### src/rtl/ss_commit_node.sv
module ss_commit_node #(
  parameter int K       = 1,
  parameter int AW      = 4,
  parameter int DW      = 8,
  parameter int SEQW    = 4,
  parameter int TIMEOUT = 16,
  localparam int NC     = K + 1,
  localparam int NP     = 2 * K
) (
  input  logic              clk,
  input  logic              rst_n,
  input  logic [NC-1:0]     cp_valid,
  input  logic [NC*SEQW-1:0] cp_seq,
  input  logic [NC*AW-1:0]  cp_addr,
  input  logic [NC*DW-1:0]  cp_data,
  input  logic [NP-1:0]     pr_valid,
  input  logic [NP*AW-1:0]  pr_addr,
  input  logic [NP*DW-1:0]  pr_data,
  input  logic              rd_en,
  input  logic [AW-1:0]     rd_addr,
  output logic              rd_grant,
  output logic              rd_valid,
  output logic [DW-1:0]     rd_data,
  output logic              node_failed
);
  localparam int DEPTH = 1 << AW;
  localparam int TW    = $clog2(TIMEOUT + 1);

  logic [AW-1:0]   slot_addr [NC];
  logic [DW-1:0]   slot_data [NC];
  logic [NC-1:0]   got;
  logic [SEQW-1:0] seq_q;
  logic [TW-1:0]   tmr;
  logic            failed_q;
  logic [AW-1:0]   own_addr;
  logic [DW-1:0]   own_data;
  logic            own_vld;
  logic [DW-1:0]   mem [DEPTH];

  logic            all_got, same, mem_we, bad_round, tout, peer_bad, fail_now;
  logic [NC-1:0]   accept;

  assign all_got = &got;

  always_comb begin
    same = 1'b1;
    for (int i = 1; i < NC; i++)
      if (slot_addr[i] != slot_addr[0] || slot_data[i] != slot_data[0]) same = 1'b0;
  end

  always_comb begin
    peer_bad = 1'b0;
    for (int j = 0; j < NP; j++)
      if (pr_valid[j] && own_vld &&
          (pr_addr[j*AW +: AW] != own_addr || pr_data[j*DW +: DW] != own_data))
        peer_bad = 1'b1;
  end

  generate
    for (genvar g = 0; g < NC; g++) begin : g_acc
      assign accept[g] = ~failed_q & ~all_got & ~got[g] & cp_valid[g] &
                         (cp_seq[g*SEQW +: SEQW] == seq_q);
    end
  endgenerate

  assign mem_we    = all_got & same & ~failed_q;
  assign bad_round = all_got & ~same;
  assign tout      = (|got) & ~all_got & (tmr == TW'(TIMEOUT - 1));
  assign fail_now  = bad_round | tout | peer_bad;
  assign rd_grant  = rd_en & ~mem_we;
  assign node_failed = failed_q;

  always_ff @(posedge clk) begin
    if (!rst_n) begin
      got      <= '0;
      seq_q    <= '0;
      tmr      <= '0;
      failed_q <= 1'b0;
      own_vld  <= 1'b0;
      own_addr <= '0;
      own_data <= '0;
      for (int i = 0; i < NC; i++) begin
        slot_addr[i] <= '0;
        slot_data[i] <= '0;
      end
    end else begin
      if (fail_now) failed_q <= 1'b1;
      if (all_got) begin
        got <= '0;
        tmr <= '0;
      end else begin
        for (int i = 0; i < NC; i++)
          if (accept[i]) begin
            got[i]       <= 1'b1;
            slot_addr[i] <= cp_addr[i*AW +: AW];
            slot_data[i] <= cp_data[i*DW +: DW];
          end
        if (got == '0 || failed_q) tmr <= '0;
        else                       tmr <= tmr + 1'b1;
      end
      if (mem_we) begin
        seq_q    <= seq_q + 1'b1;
        own_vld  <= 1'b1;
        own_addr <= slot_addr[0];
        own_data <= slot_data[0];
      end
    end
  end

  always_ff @(posedge clk) begin
    if (!rst_n) begin
      for (int a = 0; a < DEPTH; a++) mem[a] <= '0;
    end else if (mem_we) begin
      mem[slot_addr[0]] <= slot_data[0];
    end
  end

  always_ff @(posedge clk) begin
    if (!rst_n) begin
      rd_valid <= 1'b0;
      rd_data  <= '0;
    end else begin
      rd_valid <= rd_grant;
      if (rd_grant) rd_data <= mem[rd_addr];
    end
  end
endmodule


### config.mk
export PLATFORM = sky130hd
export DESIGN_NAME = ss_commit_node
export DESIGN_NICKNAME = d
export VERILOG_FILES = /design/src/rtl/ss_commit_node.sv
export SDC_FILE = /design/constraint.sdc
export NUM_CORES = 1
export LEC_CHECK = 0
export BUFFER_PORTS_ARGS = -buffer_cell sky130_fd_sc_hd__buf_2
export CELL_PAD_IN_SITES_DETAIL_PLACEMENT = 1
export CELL_PAD_IN_SITES_GLOBAL_PLACEMENT = 1
export CORE_MARGIN = 4
export CORE_UTILIZATION = 35
export DETAILED_ROUTE_END_ITERATION = 10
export PLACE_DENSITY_LB_ADDON = 0.1
export SLEW_MARGIN = 10
export SYNTH_ARGS = -nofsm -noshare
export SYNTH_HDL_FRONTEND = slang
export SYNTH_SLANG_ARGS = --single-unit
### constraint.sdc
create_clock -name clk -period 7.55 [get_ports clk]
set_clock_uncertainty 0.1 [all_clocks]
set_input_delay 0.3775 -clock clk [delete_from_list [all_inputs] [get_ports clk]]
set_output_delay 0.3775 -clock clk [all_outputs]
set_load 0.01 [all_outputs]
==> results of run 1 <==
[power by group through the flow]
stage | Combinational (mW) | Sequential, mW | Clock (mW)
after detailed placement | 0.129 | 1.19 | 0
final | 0.127 | 1.17 | 0.966
after CTS | 0.130 | 1.17 | 0.990
after global placement | 0.126 | 1.19 | 0
after global routing | 0.138 | 1.17 | 1.03
after floorplan | 0.0882 | 1.17 | 0
[placed cells by master, fill, tap and decap left out, types with 3 or more instances in the layout]
master     netlist  routed
nand3_1          7       7
bufinv_16        0       4
nor2b_1          3       3
nor3_4           9       9
a221oi_1         9       9
nand4_1          5       5
or3_1            5       5
clkbuf_16        0      17
nand2b_1        22      22
inv_1            6       6
buf_4            2       3
xor2_1          28      28
ha_1             5       5
mux4_2          32      32
a22o_1           8       8
nor2_1          25      25
mux2i_1         14      14
o211ai_1         8       8
o21ai_1          8       8
and2_1         153     153
nor4_1           9       8
dfxtp_1         34      34
edfxtp_1       152     152
inv_6            0       4
nor4_4           6       6
buf_2            9      76
nand2_1          4       4
xnor2_1         18      18
[worst register-to-register path: stages (launching register included)]
cell and delay, ns:
edfxtp_1 0.95, xnor2_1 0.20, nand4_1 0.15, or3_1 0.37, buf_4 0.28, nor4_4 0.50
nand2b_1 0.39
[sequential cells by signal (all words and copies together), names as in the netlist]
name / count
got: 2
mem: 128
node_failed: 1
own_addr: 4
own_data: 8
own_vld: 1
rd_data: 8
rd_valid: 1
seq_q: 4
slot_addr: 8
slot_data: 16
tmr: 5
[final timing paths]
path                                   end  slack, ns  cells after the start
min          slot_data[0][1]$_SDFFCE_PN0P_       0.12                      2
max reg2reg        mem[2][0]$_SDFFCE_PN0P_       4.27                      6
max                mem[2][0]$_SDFFCE_PN0P_       4.27                      6
min reg2reg              tmr[0]$_SDFF_PP0_       0.36                      1
[cell type report]
type	instances	area share
Clock buffer	17	0.04219
Timing Repair Buffer	79	0.03996
Multi-Input combinational cell	391	0.3336
Inverter	8	0.002978
Tap cell	324	0.04021
Clock inverter	15	0.02085
Sequential cell	186	0.5202
[synthesized netlist by cell type (2+ instances only)]
| master | n | area [um2] |
|---|---|---|
| nor4_4 | 6 | 127.6 |
| nand3b_1 | 2 | 15.01 |
| mux2i_1 | 14 | 140.1 |
| buf_2 | 9 | 45.04 |
| dfxtp_1 | 34 | 680.7 |
| or3_1 | 5 | 31.28 |
| nand2_1 | 4 | 15.01 |
| nand3_1 | 7 | 35.03 |
| edfxtp_1 | 152 | 4564 |
| o211ai_1 | 8 | 60.06 |
| buf_6 | 3 | 33.78 |
| a22o_1 | 8 | 70.07 |
| xor2_1 | 28 | 245.2 |
| nor4_1 | 9 | 56.30 |
| nand4_1 | 5 | 31.28 |
| buf_4 | 2 | 15.01 |
| nand2b_1 | 22 | 137.6 |
| nor2b_1 | 3 | 18.77 |
| nor3_4 | 9 | 146.4 |
| o21ai_1 | 8 | 40.04 |
| mux4_2 | 32 | 720.7 |
| a221oi_1 | 9 | 78.83 |
| clkbuf_1 | 24 | 90.09 |
| and2_1 | 153 | 957.2 |
| buf_1 | 2 | 7.510 |
| inv_1 | 6 | 22.52 |
| nor2_1 | 25 | 93.84 |
| xnor2_1 | 18 | 157.7 |
| ha_1 | 5 | 62.56 |
[cell families (layout without fill, tap and decap cells)]
kind of cell             Yosys count  in the layout  synth area share
AO/OA/AOI/OAI                     38             38           0.03226
AND/OR/NAND/NOR                  255            255            0.1955
XOR/XNOR                          47             47           0.04740
buffers and inverters             49            119           0.02730
flip-flops                       186            186            0.5931
adder cells (fa/ha/maj)            5              5          0.007074
multiplexers                      46             46           0.09734
[routing by layer]
metal | global-route usage | vias up | wire length (um)
met5 | 0 | - | 0
met4 | 0.05052 | 0 | 538
met3 | 0.03295 | 28 | 768
met2 | 0.2698 | 126 | 10980
met1 | 0.2168 | 2487 | 10090
li1 | - | 2386 | -
==> flow_metrics.env, run 1 <==
export IMPL_start_util=0.3594
export IMPL_wl_per_cell_um=21.93
export IMPL_hp_start="cp_data[1]"
export IMPL_async_flop_share=0
export IMPL_final_util=0.4098
export IMPL_final_period_utilization=0.4344
export IMPL_hold_buffers=0
export IMPL_dr_total_vias=5027
export IMPL_clk_pin_slew_worst_paths_ns=0.07
export IMPL_cts_sinks=186
export IMPL_clock_latency_ns=0.43
export IMPL_ant_nets=0
export IMPL_grt_antenna_before_repair=0
export IMPL_finalPower_mw=2.263
export IMPL_switchingPower_mw=0.5070
export IMPL_place_congestion=0.8152
export IMPL_peakVddDrop_mv=0.1438
export IMPL_ys_types=43
export IMPL_path_class="reg -> reg"
export IMPL_final_instance_count_excl_fill=1020
export IMPL_maxCapViolCount=0
export IMPL_routed_wirelength_um=22370
export IMPL_cts_setup_buffers=0
export IMPL_crit_path_end_kind="flip-flop"
export IMPL_core_um2=24600
export IMPL_cts_root_buffer="clkbuf_16"
export IMPL_maxSlewViolCount=0
export IMPL_rsz0062_at_grt="false"
export IMPL_finalHoldViolations=0
export IMPL_post_route_worst_setup_slack_ns=4.270
export IMPL_grt_pass1_wl_um=34030
export IMPL_yosysSeqAreaShare=0.5931
export IMPL_finalSetupTns_ns=0
export IMPL_tightest_slew_ns=0.9118
export IMPL_grt_pass1_vias=5489
export IMPL_startpoint="slot_data[0][2]$_SDFFCE_PN0P_"
export IMPL_final_cell_area_um2=10080
export IMPL_fillers=2523
export IMPL_drtIter0Drc=191
export IMPL_synth_seq_cells=186
export IMPL_yosysWarnings=0
export IMPL_worstPathCellList="xnor2_1 -> nand4_1 -> or3_1 -> buf_4 -> nor4_4 -> nand2b_1"
export IMPL_clk_path_buf_depth=2
export IMPL_place_area_um2=9444
export IMPL_cts_tree="yes"
export IMPL_max_slew_margin=0.3922
export IMPL_syn_inst=626
export IMPL_min_path_type="in -> reg"
export IMPL_dieArea_um2=27870
export IMPL_rr_startpoint="slot_data[0][2]$_SDFFCE_PN0P_"
export IMPL_portBuffers=77
export IMPL_synth_top_flop_cell="edfxtp_1"
export IMPL_p_int_mw=1.756
export IMPL_fmax_mhz=304.9
export IMPL_cts_htree_levels=4
export IMPL_swShare=0.2240
export IMPL_worst_ep_arrival_time_ns=3.27
export IMPL_ios=78
export IMPL_die_w_um=167.0
export IMPL_grt_max_degree=36
export IMPL_tritoncts_num_buffers=17
export IMPL_pwr_share_comb=0.056
export IMPL_vias_per_cell=4.928
export IMPL_start_kind="flip-flop"
export IMPL_hpwl_um=16220
export IMPL_outcome="finished clean"
export IMPL_period_minus_slack_ns=3.280
export IMPL_setup_violations_final=0
export IMPL_hold_ws_ns=0.1213
export IMPL_drtPass1Iterations=6
export IMPL_area_growth_pct=14.01
export IMPL_cts_resized=0
export IMPL_required_ns=7.54
export IMPL_nNetsFinal=755
export IMPL_synth_edf_count=152
export IMPL_rows=57
export IMPL_path_max_fanout=18
export IMPL_dp_cells=988
export IMPL_regArea_um2=5245
export IMPL_avgSynthCellArea_um2=14.13
export IMPL_slowest_stage="edfxtp_1"
export IMPL_drc=0
export IMPL_p_per_area_nw_per_um2=224.4
export IMPL_p_seq_frac=0.517
export IMPL_die_h_um=167.0
export IMPL_clkPwrFrac=0.427
export IMPL_track_usage=0.1630
export IMPL_diodes=0
export IMPL_slowest_delay_ns=0.95
export IMPL_syn_nets=698
export IMPL_drive_gt1_frac=0.2342
export IMPL_synth_area_um2=8843
export IMPL_p_leak_nw=3.854
export IMPL_cp_top_family="simple AND/OR/NAND/NOR gates"
export IMPL_cp_num_buf_inv=1
export IMPL_grt_overflow_total=0
export IMPL_place_ws_ns=4.306
export IMPL_multi_input_area_um2=3363
(Power assumes the default switching activity.)
==> run 2, diff against run 1 <==
clock period = 2.7 ns   (was 7.55 ns; I/O delays follow)
==> run 2 against run 1 <==
Effect of this change: count of clock-buffer cells in the layout is 7 higher; combinational power grew to 3.6 times the previous value; cell count is 6.6% higher; clock power is 150% higher; first-iteration DRC count is 43% higher; flip-flop and latch count stayed put; die area stayed put; via count is 5.6% higher; sequential share of layout area is 2.6 points lower; total power grew to 2.7 times the previous value; largest power group unchanged.
==> flow_metrics.env, run 2 (same netlist as run 1, synthesis figures left out) <==
export IMPL_outcome="finished clean"
export IMPL_max_slew_margin=0.5998
export IMPL_finalSetupTns_ns=0
export IMPL_nNetsFinal=822
export IMPL_drc=0
export IMPL_crit_path_end_kind="flip-flop"
export IMPL_tritoncts_num_buffers=17
export IMPL_worst_ep_arrival_time_ns=2.49
export IMPL_portBuffers=77
export IMPL_finalPower_mw=6.073
export IMPL_wl_per_cell_um=20.24
export IMPL_pwr_share_comb=0.075
export IMPL_grt_overflow_total=0
export IMPL_core_um2=24600
export IMPL_grt_antenna_before_repair=0
export IMPL_switchingPower_mw=1.365
export IMPL_grt_pass1_wl_um=33920
export IMPL_grt_max_degree=33
export IMPL_ant_nets=0
export IMPL_clkPwrFrac=0.395
export IMPL_path_max_fanout=17
export IMPL_diodes=0
export IMPL_p_per_area_nw_per_um2=572.3
export IMPL_vias_per_cell=4.883
export IMPL_rsz0062_at_grt="false"
export IMPL_reg_top3="mem x128, slot_data x16"
export IMPL_cts_root_buffer="clkbuf_16"
export IMPL_hold_ws_ns=0.09676
export IMPL_period_minus_slack_ns=2.519
export IMPL_hp_start="rd_en"
export IMPL_final_common_cell="and2_1"
export IMPL_whs_path_depth=4
export IMPL_dr_total_vias=5308
export IMPL_setup_violations_final=0
export IMPL_min_to="rd_data[0]$_SDFFE_PN0P_"
export IMPL_area_growth_pct=19.99
export IMPL_fmax_mhz=397.0
export IMPL_hpwl_um=15910
export IMPL_cts_tree="yes"
export IMPL_cts_htree_levels=4
export IMPL_start_util=0.3594
export IMPL_reg2reg_to="mem[10][6]$_SDFFCE_PN0P_"
export IMPL_peakVddDrop_mv=0.3768
export IMPL_required_ns=2.67
export IMPL_cts_sinks=186
export IMPL_r2r_setup_slack_ns=0.18
export IMPL_ios=78
export IMPL_final_cell_mix="153 x and2_1, 152 x edfxtp_1, 77 x buf_2"
export IMPL_dieArea_um2=27870
export IMPL_drtIter0Drc=274
export IMPL_maxSlewViolCount=0
export IMPL_largest_register="mem"
export IMPL_place_congestion=0.8157
export IMPL_clk_path_buf_depth=2
export IMPL_die_h_um=167.0
export IMPL_maxCapViolCount=0
export IMPL_clock_latency_ns=0.43
export IMPL_grt_pass1_vias=5784
export IMPL_cp_top_family="simple AND/OR/NAND/NOR gates"
export IMPL_start_kind="flip-flop"
export IMPL_routed_wirelength_um=22000
export IMPL_path_class="reg -> reg"
export IMPL_largest_reg_flops=128
export IMPL_drtPass1Iterations=4
export IMPL_final_period_utilization=0.9329
export IMPL_track_usage=0.1616
export IMPL_finalHoldViolations=0
export IMPL_p_int_mw=4.708
export IMPL_worstPathCellList="xnor2_1 -> nand4_1 -> or3_1 -> buf_12 -> nor4_4 -> nand2b_1"
export IMPL_cp_num_buf_inv=1
export IMPL_swShare=0.2248
export IMPL_slowest_delay_ns=0.44
export IMPL_p_leak_nw=4.165
export IMPL_min_path_type="in -> reg"
export IMPL_slowest_stage="nand2b_1"
export IMPL_p_seq_frac=0.530
export IMPL_drive_gt1_frac=0.2687
export IMPL_die_w_um=167.0
export IMPL_tightest_slew_ns=0.5991
export IMPL_rows=57
export IMPL_rr_startpoint="slot_addr[0][0]$_SDFFCE_PN0P_"
export IMPL_clk_pin_slew_worst_paths_ns=0.07
export IMPL_reg2reg_depth=6
==> run 2: repair_timing <==
item	4_1_cts	5_1_grt
hold buffers	26	0
hold endpoints to repair	25	0
setup endpoints to repair	0	24
buffers inserted	0	0
gates resized for setup	0	1
==> run 2: cell type report <==
cell class	instances	area, um2
clock inverter	8	55.05
clock buffer	24	505.5
tap	324	405.4
fill	2541	13990
inverter	8	30.03
sequential	186	5245
multi-input combinational	391	3364
timing repair buffer	146	1006
==> run 2: per-stage QoR <==
stage	std cells	setup WS [ns]	cell area (um2)	utilization
after floorplan	626	0.2385	8843	-
after global placement	1029	0.2324	9789	0.3979
after detailed placement	1029	0.1346	9789	0.3979
after CTS	1087	0.1249	10610	0.4312
after global routing	1087	0.0008953	10610	0.4313
final	1087	0.1811	10610	0.4313
==> run 2: layer usage <==
metal,global-route usage,share of wire
met2,0.2795,0.51
met5,0,0
met4,0.04803,0.018
met1,0.2082,0.44
met3,0.02844,0.031
==> run 2: worst max-delay path by stage <==
| stage | endpoint | start | cells past startpoint | slack (ns) |
|---|---|---|---|---|
| floorplan | mem[4][0]$_SDFFCE_PN0P_ | slot_addr[0][2]$_SDFFCE_PN0P_ | 8 | 0.24 |
| global placement | mem[10][4]$_SDFFCE_PN0P_ | slot_addr[0][0]$_SDFFCE_PN0P_ | 6 | 0.23 |
| detailed placement | mem[10][5]$_SDFFCE_PN0P_ | slot_addr[0][0]$_SDFFCE_PN0P_ | 6 | 0.13 |
| CTS | mem[10][6]$_SDFFCE_PN0P_ | slot_addr[0][1]$_SDFFCE_PN0P_ | 6 | 0.12 |
| global route | mem[10][7]$_SDFFCE_PN0P_ | slot_addr[0][0]$_SDFFCE_PN0P_ | 6 | 0.0009 |
| finish | mem[10][6]$_SDFFCE_PN0P_ | slot_addr[0][0]$_SDFFCE_PN0P_ | 6 | 0.18 |
==> run 2: worst register-to-register path, cell delays in order (launching register included) <==
cell      delay, ns
edfxtp_1       0.40
xnor2_1        0.18
nand4_1        0.17
or3_1          0.43
buf_12         0.21
nor4_4         0.25
nand2b_1       0.44
==> run 2: power by group through the flow <==
stage | registers [mW] | logic (mW) | clock network [mW]
after CTS | 3.22 | 0.464 | 2.46
after global routing | 3.23 | 0.493 | 2.58
after global placement | 3.28 | 0.427 | 0
after floorplan | 3.27 | 0.247 | 0
final | 3.22 | 0.453 | 2.40
after detailed placement | 3.28 | 0.434 | 0
==> run 3, diff against run 2 <==
CORE_ASPECT_RATIO = 0.6   (was unset)
==> run 3 against run 2 <==
Effect of this change: sequential share of layout area shrank 0.12 points; highest routed layer is now met5; via count grew 2.8%; largest cell class unchanged; cell count is essentially flat; largest power group unchanged; sequential power is essentially flat; worst setup slack lost 0.092 ns; maximum frequency shrank 3.5%; critical path depth grew 2.
==> flow_metrics.env, run 3 (same netlist as run 1, synthesis figures left out) <==
export IMPL_drc=0
export IMPL_final_cell_mix="153 x and2_1, 152 x edfxtp_1, 77 x buf_2"
export IMPL_r2r_setup_slack_ns=0.09
export IMPL_dieArea_um2=27960
export IMPL_grt_overflow_total=0
export IMPL_whs_path_depth=4
export IMPL_largest_reg_flops=128
export IMPL_outcome="finished clean"
export IMPL_drtPass1Iterations=5
export IMPL_drive_gt1_frac=0.2700
export IMPL_clock_latency_ns=0.44
export IMPL_grt_antenna_before_repair=2
export IMPL_peakVddDrop_mv=0.3996
export IMPL_cts_sinks=186
export IMPL_path_class="reg -> reg"
export IMPL_cts_htree_levels=4
export IMPL_dp_cells=1027
export IMPL_rsz0062_at_grt="false"
export IMPL_cts_tree="yes"
export IMPL_min_path_type="in -> reg"
export IMPL_fmax_mhz=383.0
export IMPL_reg2reg_depth=8
export IMPL_area_growth_pct=20.29
export IMPL_final_instance_count_excl_fill=1086
export IMPL_dr_total_vias=5456
export IMPL_grt_pass1_wl_um=37050
export IMPL_nNetsFinal=822
export IMPL_ant_nets=0
export IMPL_max_slew_margin=0.5589
export IMPL_hold_ws_ns=0.08613
export IMPL_maxSlewViolCount=0
export IMPL_tightest_slew_ns=0.6524
export IMPL_portBuffers=77
export IMPL_path_max_fanout=24
export IMPL_rr_startpoint="got[0]$_SDFFE_PP0N_"
export IMPL_finalSetupTns_ns=0
export IMPL_maxCapViolCount=0
export IMPL_ios=78
export IMPL_reg_top3="mem x128, slot_data x16"
export IMPL_grt_pass1_vias=5878
export IMPL_die_w_um=213.2
export IMPL_die_h_um=131.1
export IMPL_wl_per_cell_um=22.40
export IMPL_period_minus_slack_ns=2.611
export IMPL_tritoncts_num_buffers=17
export IMPL_largest_register="mem"
export IMPL_vias_per_cell=5.024
export IMPL_worst_ep_arrival_time_ns=2.81
export IMPL_hp_start="rd_en"
export IMPL_routed_wirelength_um=24320
export IMPL_reg2reg_to="slot_data[0][3]$_SDFFCE_PN0P_"
export IMPL_track_usage=0.1810
export IMPL_start_kind="flip-flop"
export IMPL_grt_max_degree=29
export IMPL_crit_path_end_kind="flip-flop"
export IMPL_cts_root_buffer="clkbuf_16"
export IMPL_final_cell_area_um2=10640
export IMPL_start_util=0.3610
export IMPL_finalHoldViolations=0
export IMPL_place_area_um2=9799
export IMPL_min_to="rd_data[3]$_SDFFE_PN0P_"
export IMPL_p_leak_nw=4.169
export IMPL_place_congestion=0.8299
export IMPL_p_per_area_nw_per_um2=571.1
export IMPL_post_route_worst_setup_slack_ns=0.08895
export IMPL_place_ws_ns=0.1311
export IMPL_final_period_utilization=0.9671
export IMPL_drtIter0Drc=355
export IMPL_clk_path_buf_depth=2
export IMPL_clk_pin_slew_worst_paths_ns=0.07
export IMPL_final_common_cell="and2_1"
export IMPL_core_um2=24500
export IMPL_setup_violations_final=0
export IMPL_hpwl_um=17580
export IMPL_rows=44
export IMPL_required_ns=2.90
==> run 3: changes by cell type in the layout (fill, tap and decap cells not counted), sizes merged <==
cell and delta:
clkbuf +1, clkinv +2, clkinvlp +1, diode +1, inv -4
==> run 3: worst max path at each step <==
stage / startpoint / end / slack [ns] / cells after the start
3_5_place_dp: slot_data[0][5]$_SDFFCE_PN0P_ / mem[2][4]$_SDFFCE_PN0P_ / 0.13 / 6
6_report: got[0]$_SDFFE_PP0N_ / slot_data[0][3]$_SDFFCE_PN0P_ / 0.09 / 8
4_1_cts: slot_data[0][5]$_SDFFCE_PN0P_ / node_failed$_SDFFE_PN0P_ / 0.05 / 7
3_3_place_gp: got[0]$_SDFFE_PP0N_ / slot_data[0][0]$_SDFFCE_PN0P_ / 0.19 / 8
5_1_grt: got[0]$_SDFFE_PP0N_ / mem[7][0]$_SDFFCE_PN0P_ / 0.001 / 5
2_1_floorplan: slot_addr[0][2]$_SDFFCE_PN0P_ / mem[4][0]$_SDFFCE_PN0P_ / 0.24 / 8
==> run 3: layout make-up <==
cell class / instances / area (um2)
Antenna cell: 1 / 2.502
Clock buffer: 25 / 508.0
Clock inverter: 7 / 40.04
Fill cell: 2503 / 13860
Inverter: 8 / 30.03
Multi-Input combinational cell: 391 / 3391
Sequential cell: 186 / 5245
Tap cell: 322 / 402.9
Timing Repair Buffer: 146 / 1018
==> run 3: critical path, stage by stage (launching register included) <==
cell and delay [ns]:
dfxtp_1 0.34, ha_1 0.28, nor4b_1 0.59, nand2_1 0.12, nor4_1 0.35, buf_4 0.21, a21o_1 0.16, buf_12 0.15
and2_1 0.16
==> run 3: per-stage QoR <==
step | total power, mW | utilization
final | 6.075 | 0.4342
after global routing | 6.296 | 0.4341
after CTS | 6.121 | 0.4330
after detailed placement | 3.734 | 0.4000
after global placement | 3.720 | 0.4000
after floorplan | 3.513 | -
==> run 3: repair_timing <==
item | 4_1_cts | 5_1_grt
setup endpoints to repair | 0 | 41
buffers inserted | 0 | 0
hold buffers | 26 | 0
hold endpoints to repair | 25 | 0
resized for setup | 0 | 6
==> run 3: report_power, final <==
group,leakage [nW],total [mW],switching (mW),internal [mW]
clock,0.272,2.38,1.07,1.31
combinational,2.05,0.468,0.264,0.204
sequential,1.84,3.23,0.0476,3.18
==> run 3: layer usage <==
layer  part of all wire  up-vias  wire length [um]  track usage
met1               0.50     2775             12220       0.2788
met2               0.42      127             10270       0.2531
met4              0.012        4               297      0.04689
li1                   -     2524                 -            -
met5             0.0010        -                25            0
met3              0.062       26              1512      0.04859
